### config.mk
export PLATFORM = sky130hd
export DESIGN_NAME = alu_hs_unit
export DESIGN_NICKNAME = d
export VERILOG_FILES = /design/src/rtl/alu_hs_pkg.sv /design/src/rtl/alu_cmd_gate.sv /design/src/rtl/alu_quick_path.sv /design/src/rtl/alu_mul_seq.sv /design/src/rtl/alu_hs_unit.sv
export SDC_FILE = /design/constraint.sdc
export NUM_CORES = 1
export LEC_CHECK = 0
export BUFFER_PORTS_ARGS = -buffer_cell sky130_fd_sc_hd__buf_4
export CORE_MARGIN = 5
export CORE_UTILIZATION = 60
export DETAILED_ROUTE_END_ITERATION = 6
export PLACE_DENSITY = 0.89
export REMOVE_ABC_BUFFERS = 1
export SYNTH_ARGS = -nofsm -noshare
export SYNTH_HDL_FRONTEND = slang
export SYNTH_SLANG_ARGS = --single-unit
### constraint.sdc
create_clock -name clk -period 4.65 [get_ports clk]
set_clock_uncertainty 0.1 [all_clocks]
set_input_delay 0.6975 -clock clk [delete_from_list [all_inputs] [get_ports clk]]
set_output_delay 0.6975 -clock clk [all_outputs]
set_load 0.1 [all_outputs]
### src/rtl/alu_hs_pkg.sv
package alu_hs_pkg;

  localparam int OPC_W = 3;

  typedef enum logic [OPC_W-1:0] {
    OPC_IDLE = 3'b000,
    OPC_SUM  = 3'b001,
    OPC_AND  = 3'b010,
    OPC_XOR  = 3'b011,
    OPC_MUL  = 3'b100
  } opc_e;

  // Single-cycle operations.
  function automatic logic opc_is_quick(input logic [OPC_W-1:0] c);
    return (c == OPC_SUM) || (c == OPC_AND) || (c == OPC_XOR);
  endfunction

  function automatic logic opc_is_mul(input logic [OPC_W-1:0] c);
    return c == OPC_MUL;
  endfunction

endpackage

### src/rtl/alu_cmd_gate.sv
// Decides on which cycle a request is taken as a new command.
module alu_cmd_gate
  import alu_hs_pkg::*;
(
  input  logic             clk,
  input  logic             reset_n,
  input  logic             start,
  input  logic             busy,
  input  logic [OPC_W-1:0] opcode,
  output logic             acc_quick,
  acc_mul
);
  logic armed;
  logic take;
  logic take_work;

  assign take      = start & armed & ~busy;
  assign acc_quick = take & opc_is_quick(opcode);
  assign acc_mul   = take & opc_is_mul(opcode);
  assign take_work = acc_quick | acc_mul;

  // Idle and spare codes leave the gate armed. A working command disarms it
  // until start is seen low. Nothing changes while a multiply runs.
  always_ff @(posedge clk or negedge reset_n) begin
    if (!reset_n)      armed <= 1'b1;
    else if (!busy) begin
      if (take_work)   armed <= 1'b0;
      else if (!start) armed <= 1'b1;
    end
  end
endmodule

### src/rtl/alu_quick_path.sv
// Single-cycle arithmetic and logic, combinational.
module alu_quick_path
  import alu_hs_pkg::*;
#(
  parameter int OPND_W = 8,
  localparam int RES_W = 2 * OPND_W
) (
  input  logic [OPND_W-1:0] op_a,
  input  logic [OPND_W-1:0] op_b,
  input  logic [OPC_W-1:0]  opcode,
  output logic [RES_W-1:0]  quick_res
);
  function automatic logic [RES_W-1:0] f_sum(input logic [OPND_W-1:0] a, b);
    return {{OPND_W{1'b0}}, a} + {{OPND_W{1'b0}}, b};
  endfunction

  function automatic logic [RES_W-1:0] f_and(input logic [OPND_W-1:0] a, b);
    return {{OPND_W{1'b0}}, a & b};
  endfunction

  function automatic logic [RES_W-1:0] f_xor(input logic [OPND_W-1:0] a, b);
    return {{OPND_W{1'b0}}, a ^ b};
  endfunction

  always_comb begin
    unique case (opcode)
      OPC_SUM: quick_res = f_sum(op_a, op_b);
      OPC_AND: quick_res = f_and(op_a, op_b);
      OPC_XOR: quick_res = f_xor(op_a, op_b);
      default: quick_res = '0;
    endcase
  end
endmodule

### src/rtl/alu_mul_seq.sv
// Multiply with a multi-cycle path: the operands are held in registers
// and the product is sampled MUL_LAT-1 cycles after load.
module alu_mul_seq #(
  parameter int OPND_W  = 8,
  parameter int MUL_LAT = 3,  // must be at least 2
  localparam int RES_W  = 2 * OPND_W,
  localparam int CNT_W  = (MUL_LAT > 2) ? $clog2(MUL_LAT) : 1
) (
  input  logic              clk,
  input  logic              reset_n,
  input  logic              load,
  input  logic [OPND_W-1:0] op_a,
  input  logic [OPND_W-1:0] op_b,
  output logic              busy,
  output logic              fin,
  output logic [RES_W-1:0]  prod
);
  logic [OPND_W-1:0] a_q, b_q;
  logic [CNT_W-1:0]  cnt;

  function automatic logic [RES_W-1:0] f_prod(input logic [OPND_W-1:0] a, b);
    return {{OPND_W{1'b0}}, a} * {{OPND_W{1'b0}}, b};
  endfunction

  always_ff @(posedge clk or negedge reset_n) begin
    if (!reset_n) begin
      cnt <= '0;
      a_q <= '0;
      b_q <= '0;
    end else if (load) begin
      cnt <= CNT_W'(MUL_LAT - 1);
      a_q <= op_a;
      b_q <= op_b;
    end else if (cnt != '0) begin
      cnt <= cnt - 1'b1;
    end
  end

  assign busy = (cnt != '0);
  assign fin  = (cnt == CNT_W'(1));
  assign prod = f_prod(a_q, b_q);
endmodule

### src/rtl/alu_hs_unit.sv
module alu_hs_unit
  import alu_hs_pkg::*;
#(
  parameter int OPND_W  = 8,
  parameter int MUL_LAT = 3,
  localparam int RES_W  = 2 * OPND_W
) (
  input  logic              clk,
  input  logic              reset_n,
  input  logic [OPND_W-1:0] op_a,
  input  logic [OPND_W-1:0] op_b,
  input  logic [OPC_W-1:0]  opcode,
  input  logic              start,
  output logic              done,
  output logic [RES_W-1:0]  result
);
  // Named internal events, also used by the bound checker.
  logic             acc_quick;
  logic             acc_mul;
  logic             mul_busy;
  logic             mul_fin;
  logic [RES_W-1:0] quick_res;
  logic [RES_W-1:0] mul_prod;

  alu_cmd_gate u_gate (
    .clk       (clk),
    .reset_n   (reset_n),
    .start     (start),
    .busy      (mul_busy),
    .opcode    (opcode),
    .acc_quick (acc_quick),
    .acc_mul   (acc_mul)
  );

  alu_quick_path #(.OPND_W(OPND_W)) u_quick (
    .op_a      (op_a),
    .op_b      (op_b),
    .opcode    (opcode),
    .quick_res (quick_res)
  );

  alu_mul_seq #(.OPND_W(OPND_W), .MUL_LAT(MUL_LAT)) u_mul (
    .clk     (clk),
    .reset_n (reset_n),
    .load    (acc_mul),
    .op_a    (op_a),
    .op_b    (op_b),
    .busy    (mul_busy),
    .fin     (mul_fin),
    .prod    (mul_prod)
  );

  always_ff @(posedge clk or negedge reset_n) begin
    if (!reset_n) begin
      done   <= 1'b0;
      result <= '0;
    end else begin
      done <= acc_quick | mul_fin;
      if (acc_quick)    result <= quick_res;
      else if (mul_fin) result <= mul_prod;
    end
  end
endmodule

# == After elaboration in Yosys (flattened, before gate mapping) ==
# Index checks and enable logic that the tools add are counted.
# word_totals
elab_cells,37
regBits,36
input_bits,22
# op_classes
reduce_logical,6
bitwise_logic,9
multipliers,1
n_addsub,2
eq_ne,6
muxes,7
# ops
cell,count
case mux 16 bit (3 select lines),1
two-way mux 16 bit,2
multiplier 8 x 8 -> 16 bit,1
adder 8 x 8 -> 9 bit,1
bitwise AND 8 bit,1
bitwise XOR 8 bit,1
equality test 3 x 2 -> 1 bit (second input constant),2
nonzero test 2 bit,3
bitwise AND 1 bit,4
two-way mux 2 bit,2
equality test 3 x 1 -> 1 bit (second input constant),1
equality test 3 bit (second input constant),1
equality test 2 x 1 -> 1 bit (second input constant),1
logical OR 1 bit,2
two-way mux 1 bit,2
inequality test 2 x 1 -> 1 bit (second input constant),1
OR 1 bit,2
AND reduction 2 bit,1
subtractor 2 x 1 -> 2 bit (second input constant),1
inverter 1 bit,1

# == Logic depth before layout (Yosys ltp) ==
# Gate-level depths: netlist of the first run.
# depth
word_depth,7
mapped_depth,16
ltp_nobuf,16

# == Hierarchy ==
# A second synthesis of the first run with hierarchy kept.
# unflattened
cells_unflattened,451
area_unflattened_um2,4260.3
# modules_own_cells
module,seq_area_each_um2,cells_each,area_each_um2,n_inst
alu_mul_seq,450.4,293,2826.5,1
alu_hs_unit,425.4,71,777.0,1
alu_quick_path,0.0,78,573.0,1
alu_cmd_gate,26.3,9,83.8,1

# == Worst setup path before layout of the first run ==
# Ideal clock, no wire load.
# synth_timing
kind,flip-flop to flip-flop
from,register u_mul.a_q[2]
to,register result[14]
t_required_ns,4.410
stages_incl_launch_ff,15
arrival_time_ns,4.053
path_slack_ns,0.357
cell_sequence,dfrtp_1 and2_1 fa_1 fa_1 fa_1 inv_1 fa_1 inv_1 ha_1 a211oi_1 o21bai_1 a21o_1 a211oi_1 xor2_1 a21oi_1
# synth_via
elab_chain_cells,3
# synth_lines
item,line_no,text
from (decl),alu_mul_seq.sv:18,"logic [OPND_W-1:0] a_q, b_q;"
from (signal assigned),alu_mul_seq.sv:32,a_q <= op_a;
multiplier 8 x 8 -> 16 bit,alu_mul_seq.sv:22,"return {{OPND_W{1'b0}}, a} * {{OPND_W{1'b0}}, b};"
two-way mux 16 bit,alu_hs_unit.sv:60,else if (mul_fin) result <= mul_prod;
two-way mux 16 bit,alu_hs_unit.sv:59,if (acc_quick) result <= quick_res;
to (signal assigned),alu_hs_unit.sv:59,
to (signal assigned),alu_hs_unit.sv:60,
to (decl),alu_hs_unit.sv:15,output logic [RES_W-1:0] result
# No other way between the ends. The select of a mux whose other input is x is not followed.
# A chain may end at the register's enable or synchronous reset.

# == Final worst setup path of the first run ==
# layout_timing
from,register u_mul.b_q[4]
to,register result[10]
# layout_via
elab_chain_cells,3
# layout_lines
item,line_no,text
from (decl),alu_mul_seq.sv:18,
from (signal assigned),alu_mul_seq.sv:33,b_q <= op_b;
multiplier 8 x 8 -> 16 bit,alu_mul_seq.sv:22,
two-way mux 16 bit,alu_hs_unit.sv:60,
two-way mux 16 bit,alu_hs_unit.sv:59,
# No other way between the ends. The select of a mux whose other input is x is not followed.

==> results.cfg, run 1 <==
[status]
run_status = complete, no violations

[clocking]
cts.htree.levels = 2
cts_made_buffers = 5
worst_setup_hold_path_clk_slew_ns = 0.08
cts_tree = yes
clock_latency_on_the_worst_skew_pair_ns = 0.30
cts_hold_buffers = 0
numClockSinks = 36
cts_max_path_buffers = 2
ctsRootBufferMaster = clkbuf_8

[critical_path]
end_kind = flop
crit_top_cell = fa_1
crit_chain = buf_4 > and2_1 > fa_1 > fa_1 > ha_1 > inv_1 > fa_1 > inv_1 > ha_1 > o21ai_0 > o21ai_1 > and3_1 > a211o_1 > xor2_1 > a22o_1
setup.worst_path.start_class = flop
worst_path_dominant_cell_family = adder cells
timing.critical_path.slowest_cell_delay_ns = 0.57
critPathLaunch = u_mul.b_q[4]
timing.critical_path.to = result[10]
critical_path.reg2reg.endpoint = result[10]
r2r-start = u_mul.b_q[4]
criticalPathCategory = reg -> reg
cp_max_fo = 7
worst_path_depth = 15
critical_path.n_buffers_inverters = 3
worst-r2r-setup-slack_ns = 0.20
critical_path_arrival_ns = 4.54
ff2ff_path_depth = 15
cp_data_required_time_ns = 4.74
crit_slowest_cell = fa_1

[die]
starting_utilization_of_the_core_area_pct = 60.8
die_h_um = 92.3
die-width_um = 92.3
core.rowCount = 30
fp.dieArea_mm2 = 0.00852
core_area_mm2 = 0.00668
ios = 39

[flow_run]
max_cap_viol_count = 0

[route]
drtPass1Iterations = 4
vias = 3249
mean_number_of_vias_per_cell = 5.95
detail_route.iter0.violations = 133
wirelength_um = 9520
remaining_drc_errors = 0
antenna_violating_nets_post_route = 0
wl_per_cell_um = 17.4

[yosys]
synth_enable_flop_cells = 0
syn_avg_cell_area_um2 = 9.72
fraction_of_synthesized_cell_area_taken_by_the_top_area_cell_type_pct = 21.6
synth.yosys.seq_area_share_pct = 22.2
ys_top_cells_by_area = dfrtp_1, fa_1, ha_1
synthDistinctLibCells = 52
synth.most_common_cell = inv_1
asyncSetResetFlopFracSynth_pct = 100
synth_largest_area_cell = dfrtp_1
synth_seq_cells = 36
yosys-top-cells-count = inv_1, and2_1, ha_1
netlist_instances = 418
synthFlopType = dfrtp_1
synth_warnings = 0
synthesis.area_mm2 = 0.00406

[global_routing]
grt_pass1_vias = 3496
grt_pass1_wl_um = 16000
globalRouteTotalUtil_pct = 23.4
grt_start_max_net_pins = 37
globalRouteOverflowTotal = 0
grt_antenna_before_repair = 0

[cells_and_area]
area_growth_pct = 13.9
final_layout_size_suffix_gt1_share_pct = 21.7
fin_nets = 570
antennaDiodeCount = 0

[timing]
period_minus_slack_ns = 4.45
setup_viol = 0
finalHoldWorstSlack_ns = 0.246
timing_worst_slew_pin_value_ns = 0.810
timing.final.ws_setup_ns = 0.203
slew-limit-headroom_pct = 46.0
final_max_slew_viol_count = 0
period_share_pct = 95.6
maxClockFrequency_ghz = 0.225
hold_viol_final = 0

[placed_design]
preCtsSetupSlack_ns = 0.0539
dp_hpwl_um = 7530
finalWeightedCongestion = 0.916
placement.io_buffers = 38

[power_and_ir_drop]
switch_pwr_uw = 1230
cellInternalPower_uw = 1100
clock_power_share_pct = 12.2
max-vdd-ir-drop_uv = 568
switching_share_pct = 52.7
leakagePower_uw = 0.00239
power_density_mw_per_mm2 = 503
logic_pwr_share_pct = 63.7
seqPwrFrac_pct = 24.2

[hold_path]
min-delay-path-class = in -> async
==> power by group through the flow <==
stage	Sequential [uW]	Clock, uW	Combinational (uW)
4_1_cts	559	288	1430
3_5_place_dp	563	0	1420
2_1_floorplan	917	0	687
3_3_place_gp	553	0	1380
5_1_grt	579	303	1630
6_report	563	283	1480
==> state kept, by name, indices dropped and copies added (netlist names) <==
| name | count |
|---|---|
| u_mul.b_q | 8 |
| u_gate.armed | 1 |
| u_mul.a_q | 8 |
| u_mul.cnt | 2 |
| result | 16 |
| done | 1 |
==> layer usage <==
| metal | track usage, % | wire, um | vias up | share of wire [%] |
|---|---|---|---|---|
| met3 | 3.49 | 510 | 21 | 5.4 |
| met4 | 8.91 | 241 | 0 | 2.5 |
| met2 | 39.8 | 4730 | 113 | 50 |
| li1 | - | - | 1506 | - |
| met1 | 30.1 | 4040 | 1609 | 42 |
| met5 | 0 | 0 | - | 0 |
==> placed cells by master (no fill, tap or decap), types with 5 or more instances in the layout <==
cell type,instances
inv_1,56
and2_1,50
buf_4,49
ha_1,44
fa_1,37
nand2_1,25
dfrtp_1,25
mux2_2,20
a21oi_1,19
nor2_1,15
o21ai_0,15
dfrtp_2,10
xor2_1,9
a211oi_1,6
and3_1,5
clkbuf_8,5
==> logic make-up (layout without fill, tap and decap cells) <==
kind of cell	count (synthesis)	in the layout	synth area share (%)
AND/OR/NAND/NOR	120	120	16.5
adder cells (fa/ha/maj)	83	83	32.4
AO/OA/AOI/OAI	76	76	12.9
buffers and inverters	65	113	6.47
flip-flops	36	36	22.2
multiplexers	25	25	6.80
XOR/XNOR	13	13	2.80
==> repair_timing <==
item                       in CTS  in global routing
setup buffers                   0                  6
setup endpoints to repair       0                  3
resized for setup               0                 15
==> per-stage QoR <==
step	cell area, um^2	TNS, ns	cells	power, uW	util [%]
after detailed placement	4430	0	532	1990	66.4
after global routing	4630	-0.00942	546	2510	69.3
final	4630	0	546	2330	69.3
after CTS	4550	0	540	2280	68.0
after floorplan	4010	0	409	1600	-
after global placement	4430	0	532	1930	66.4
==> worst min path at each step <==
stage	from	end	slack, ns
after global placement	u_gate.armed	u_gate.armed	0.39
after global routing	reset_n	u_mul.b_q[1]	0.29
final	reset_n	u_mul.b_q[1]	0.25
after detailed placement	result[10]	result[10]	0.40
after floorplan	reset_n	done	0.30
after CTS	reset_n	u_mul.b_q[1]	0.27
==> layout make-up <==
type,count,area (um^2)
clock buffers,5,68.8
clock inverters,3,42.5
flip-flops and latches,36,915
well taps,80,100
multi-input cells,317,2920
inverters,56,210
fillers,496,2050
repair buffers,49,368
(Power assumes the default switching activity.)
==> run 2, diff against run 1 <==
--- a/config.mk
+++ b/config.mk
@@ -5,11 +5,12 @@
 export SDC_FILE = /design/constraint.sdc
 export NUM_CORES = 1
 export LEC_CHECK = 0
+export ABC_AREA = 1
 export BUFFER_PORTS_ARGS = -buffer_cell sky130_fd_sc_hd__buf_4
 export CORE_MARGIN = 5
 export CORE_UTILIZATION = 60
 export DETAILED_ROUTE_END_ITERATION = 6
-export PLACE_DENSITY = 0.89
+export PLACE_DENSITY = 0.88
 export REMOVE_ABC_BUFFERS = 1
 export SYNTH_ARGS = -nofsm -noshare
 export SYNTH_HDL_FRONTEND = slang
==> run 2 against run 1 <==
  * Sequential cell count is the same
  * Global-route usage grew 0.27 points
  * Synthesized cell count grew 34%
  * Clock-buffer cell count grew 1
  * Non-clock buffer count shrank 11
  * First-iteration DRC count grew 47%
  * Wire length shrank 1.5%
  * Setup slack gained 0.22 ns
  * Register-to-register slack gained 0.22 ns
  * Sequential power grew 14%
==> results.cfg, run 2 <==
[cells_and_area]
area_growth_pct = 10.2
largest-register = result
final_layout_size_suffix_gt1_share_pct = 12.1
largest_reg_flops = 16
final_layout_fill_cell_count = 572
final_cell_mix = nand2_1, inv_1, ha_1
antennaDiodeCount = 0
largest_registers = result x16, u_mul.a_q x8, u_mul.b_q x8
fin_nets = 693
postLayoutCoreUtil_pct = 68.1
multi_input_area_mm2 = 0.00273
final-seq-area_um2 = 902
layout.cell_area.non_filler_mm2 = 0.00465
leading_cell_type_in_the_layout_fill_and_taps_excluded = nand2_1

[die]
core.rowCount = 30
starting_utilization_of_the_core_area_pct = 61.8
core_area_mm2 = 0.00683
fp.dieArea_mm2 = 0.00881
ios = 39
die_h_um = 93.9
die-width_um = 93.9

[route]
detail_route.iter0.violations = 196
vias = 3606
wirelength_um = 9380
antenna_violating_nets_post_route = 0
wl_per_cell_um = 13.7
drtPass1Iterations = 5
mean_number_of_vias_per_cell = 5.26
remaining_drc_errors = 0

[power_and_ir_drop]
power_density_mw_per_mm2 = 587
seqPwrFrac_pct = 23.6
leakagePower_uw = 0.00295
cellInternalPower_uw = 1200
max-vdd-ir-drop_uv = 427
logic_pwr_share_pct = 66.2
clock_power_share_pct = 10.2
switch_pwr_uw = 1520
switching_share_pct = 55.9

[global_routing]
grt_antenna_before_repair = 0
globalRouteOverflowTotal = 0
grt_start_max_net_pins = 37
grt_pass1_vias = 3692
grt_pass1_wl_um = 16600
globalRouteTotalUtil_pct = 23.7

[critical_path]
setup.worst_path.start_class = flop
crit_top_cell = nand2_1
ff2ff_path_depth = 17
crit_slowest_cell = dfrtp_1
worst-r2r-setup-slack_ns = 0.42
criticalPathCategory = reg -> reg
critical_path_arrival_ns = 4.36
cp_max_fo = 9
crit_chain = nand2_1 > inv_1 > fa_1 > fa_1 > fa_1 > inv_1 > fa_1 > inv_1 > ha_1 > nand2_1 > o21ai_0 > nand2_1 > nand3_1 > nor2_1 > nor2_1 > nand2_1 > nand2_1
worst_path_dominant_cell_family = adder cells
cp_data_required_time_ns = 4.79
critical_path.n_buffers_inverters = 3
end_kind = flop
timing.critical_path.slowest_cell_delay_ns = 0.56
worst_path_depth = 17

[yosys]
synthFlopType = dfrtp_1
synth_largest_area_cell = dfrtp_1
synth.yosys.seq_area_share_pct = 21.4
synth_enable_flop_cells = 0
ys_top_cells_by_area = dfrtp_1, fa_1, nand2_1
synth.most_common_cell = nand2_1
synth_warnings = 0
synthesis.area_mm2 = 0.00422
yosys-top-cells-count = nand2_1, inv_1, ha_1
netlist_instances = 562
synthDistinctLibCells = 36
fraction_of_synthesized_cell_area_taken_by_the_top_area_cell_type_pct = 20.8
synth_seq_cells = 36
asyncSetResetFlopFracSynth_pct = 100
syn_avg_cell_area_um2 = 7.51

[clocking]
post_cts_setup_buffer_count = 0
clock_latency_on_the_worst_skew_pair_ns = 0.30
cts_resized = 0
cts_made_buffers = 5
numClockSinks = 36
cts_max_path_buffers = 2
cts.htree.levels = 2
ctsRootBufferMaster = clkbuf_8
cts_hold_buffers = 0
worst_setup_hold_path_clk_slew_ns = 0.08
cts_tree = yes

[timing]
rsz0062_at_grt = no
period_minus_slack_ns = 4.23
maxClockFrequency_ghz = 0.237
timing_worst_slew_pin_value_ns = 0.674
fin_tns_setup_ns = 0
setup_viol = 0
hold_viol_final = 0
slew-limit-headroom_pct = 54.9
period_share_pct = 90.9
final_max_slew_viol_count = 0
finalHoldWorstSlack_ns = 0.263
timing.final.ws_setup_ns = 0.425

[flow_run]
max_cap_viol_count = 0

[placed_design]
placement.io_buffers = 38
preCtsSetupSlack_ns = 0.437
placed_cell_area_mm2 = 0.00454
finalWeightedCongestion = 0.996
dp_hpwl_um = 7650

[hold_path]
min-delay-path-class = in -> async

[status]
run_status = complete, no violations
## run 2: cell count changes in the layout (fill, tap and decap cells not counted), moves of 8 or more
cell     delta
dfrtp_2    -10
nand3_1    +19
nand2_1   +134
and2_1     -49
buf_4      -11
inv_1      +76
nor2_1      +8
dfrtp_1    +10
## run 2: metal layers
metal	global-route usage [%]	wire length [um]	part of all wire [%]
met3	4.01	615	6.6
met4	8.18	250	2.7
met5	0	0	0
met1	28.1	3670	39
met2	42.8	4840	52
## run 2: through the flow
step,power (uW),instances
after global routing,3040,685
after floorplan,2010,543
after detailed placement,2470,677
after CTS,2740,685
after global placement,2390,677
final,2730,685
## run 2: worst register-to-register path, cell delays in order, from the launching register on
cell and delay (ns):
dfrtp_1 0.56, nand2_1 0.10, inv_1 0.08, fa_1 0.43
fa_1 0.52, fa_1 0.56, inv_1 0.06, fa_1 0.53
inv_1 0.04, ha_1 0.35, nand2_1 0.11, o21ai_0 0.30
nand2_1 0.09, nand3_1 0.11, nor2_1 0.05, nor2_1 0.10
nand2_1 0.05, nand2_1 0.05
## run 2: cells by family (layout without fill, tap and decap cells)
group,count (synthesis),after routing,share of synthesized area (%)
DFF,36,36,21.4
xor gates and xnor gates,4,4,0.830
adders and majority gates,83,83,31.2
buffers and inverters,154,181,14.0
muxes,16,16,4.27
AOI/OAI and AO/OA,51,51,7.03
and+or+nand+nor,218,218,21.3
## run 2: layout make-up
cell class | instances | share of cell area [%]
Tap cell | 96 | 2.58
Clock buffer | 6 | 1.56
Clock inverter | 2 | 0.753
Multi-Input combinational cell | 372 | 58.7
Sequential cell | 36 | 19.4
Timing Repair Buffer | 38 | 6.14
Inverter | 135 | 10.9
## run 2: worst paths after layout
check | startpoint | end
min in group clk | result[15] | result[15]
worst max register to register | u_mul.a_q[4] | result[15]
worst max-delay path | u_mul.a_q[4] | result[15]
worst min register to register | result[15] | result[15]
max in group asynchronous | reset_n | u_gate.armed
worst min-delay path | reset_n | result[14]
## run 2: power groups by stage
stage	Clock (uW)	Sequential [uW]	Combinational [uW]
global placement	0	639	1750
finish	277	644	1810
detailed placement	0	648	1820
global route	298	670	2070
floorplan	0	948	1060
CTS	282	640	1820
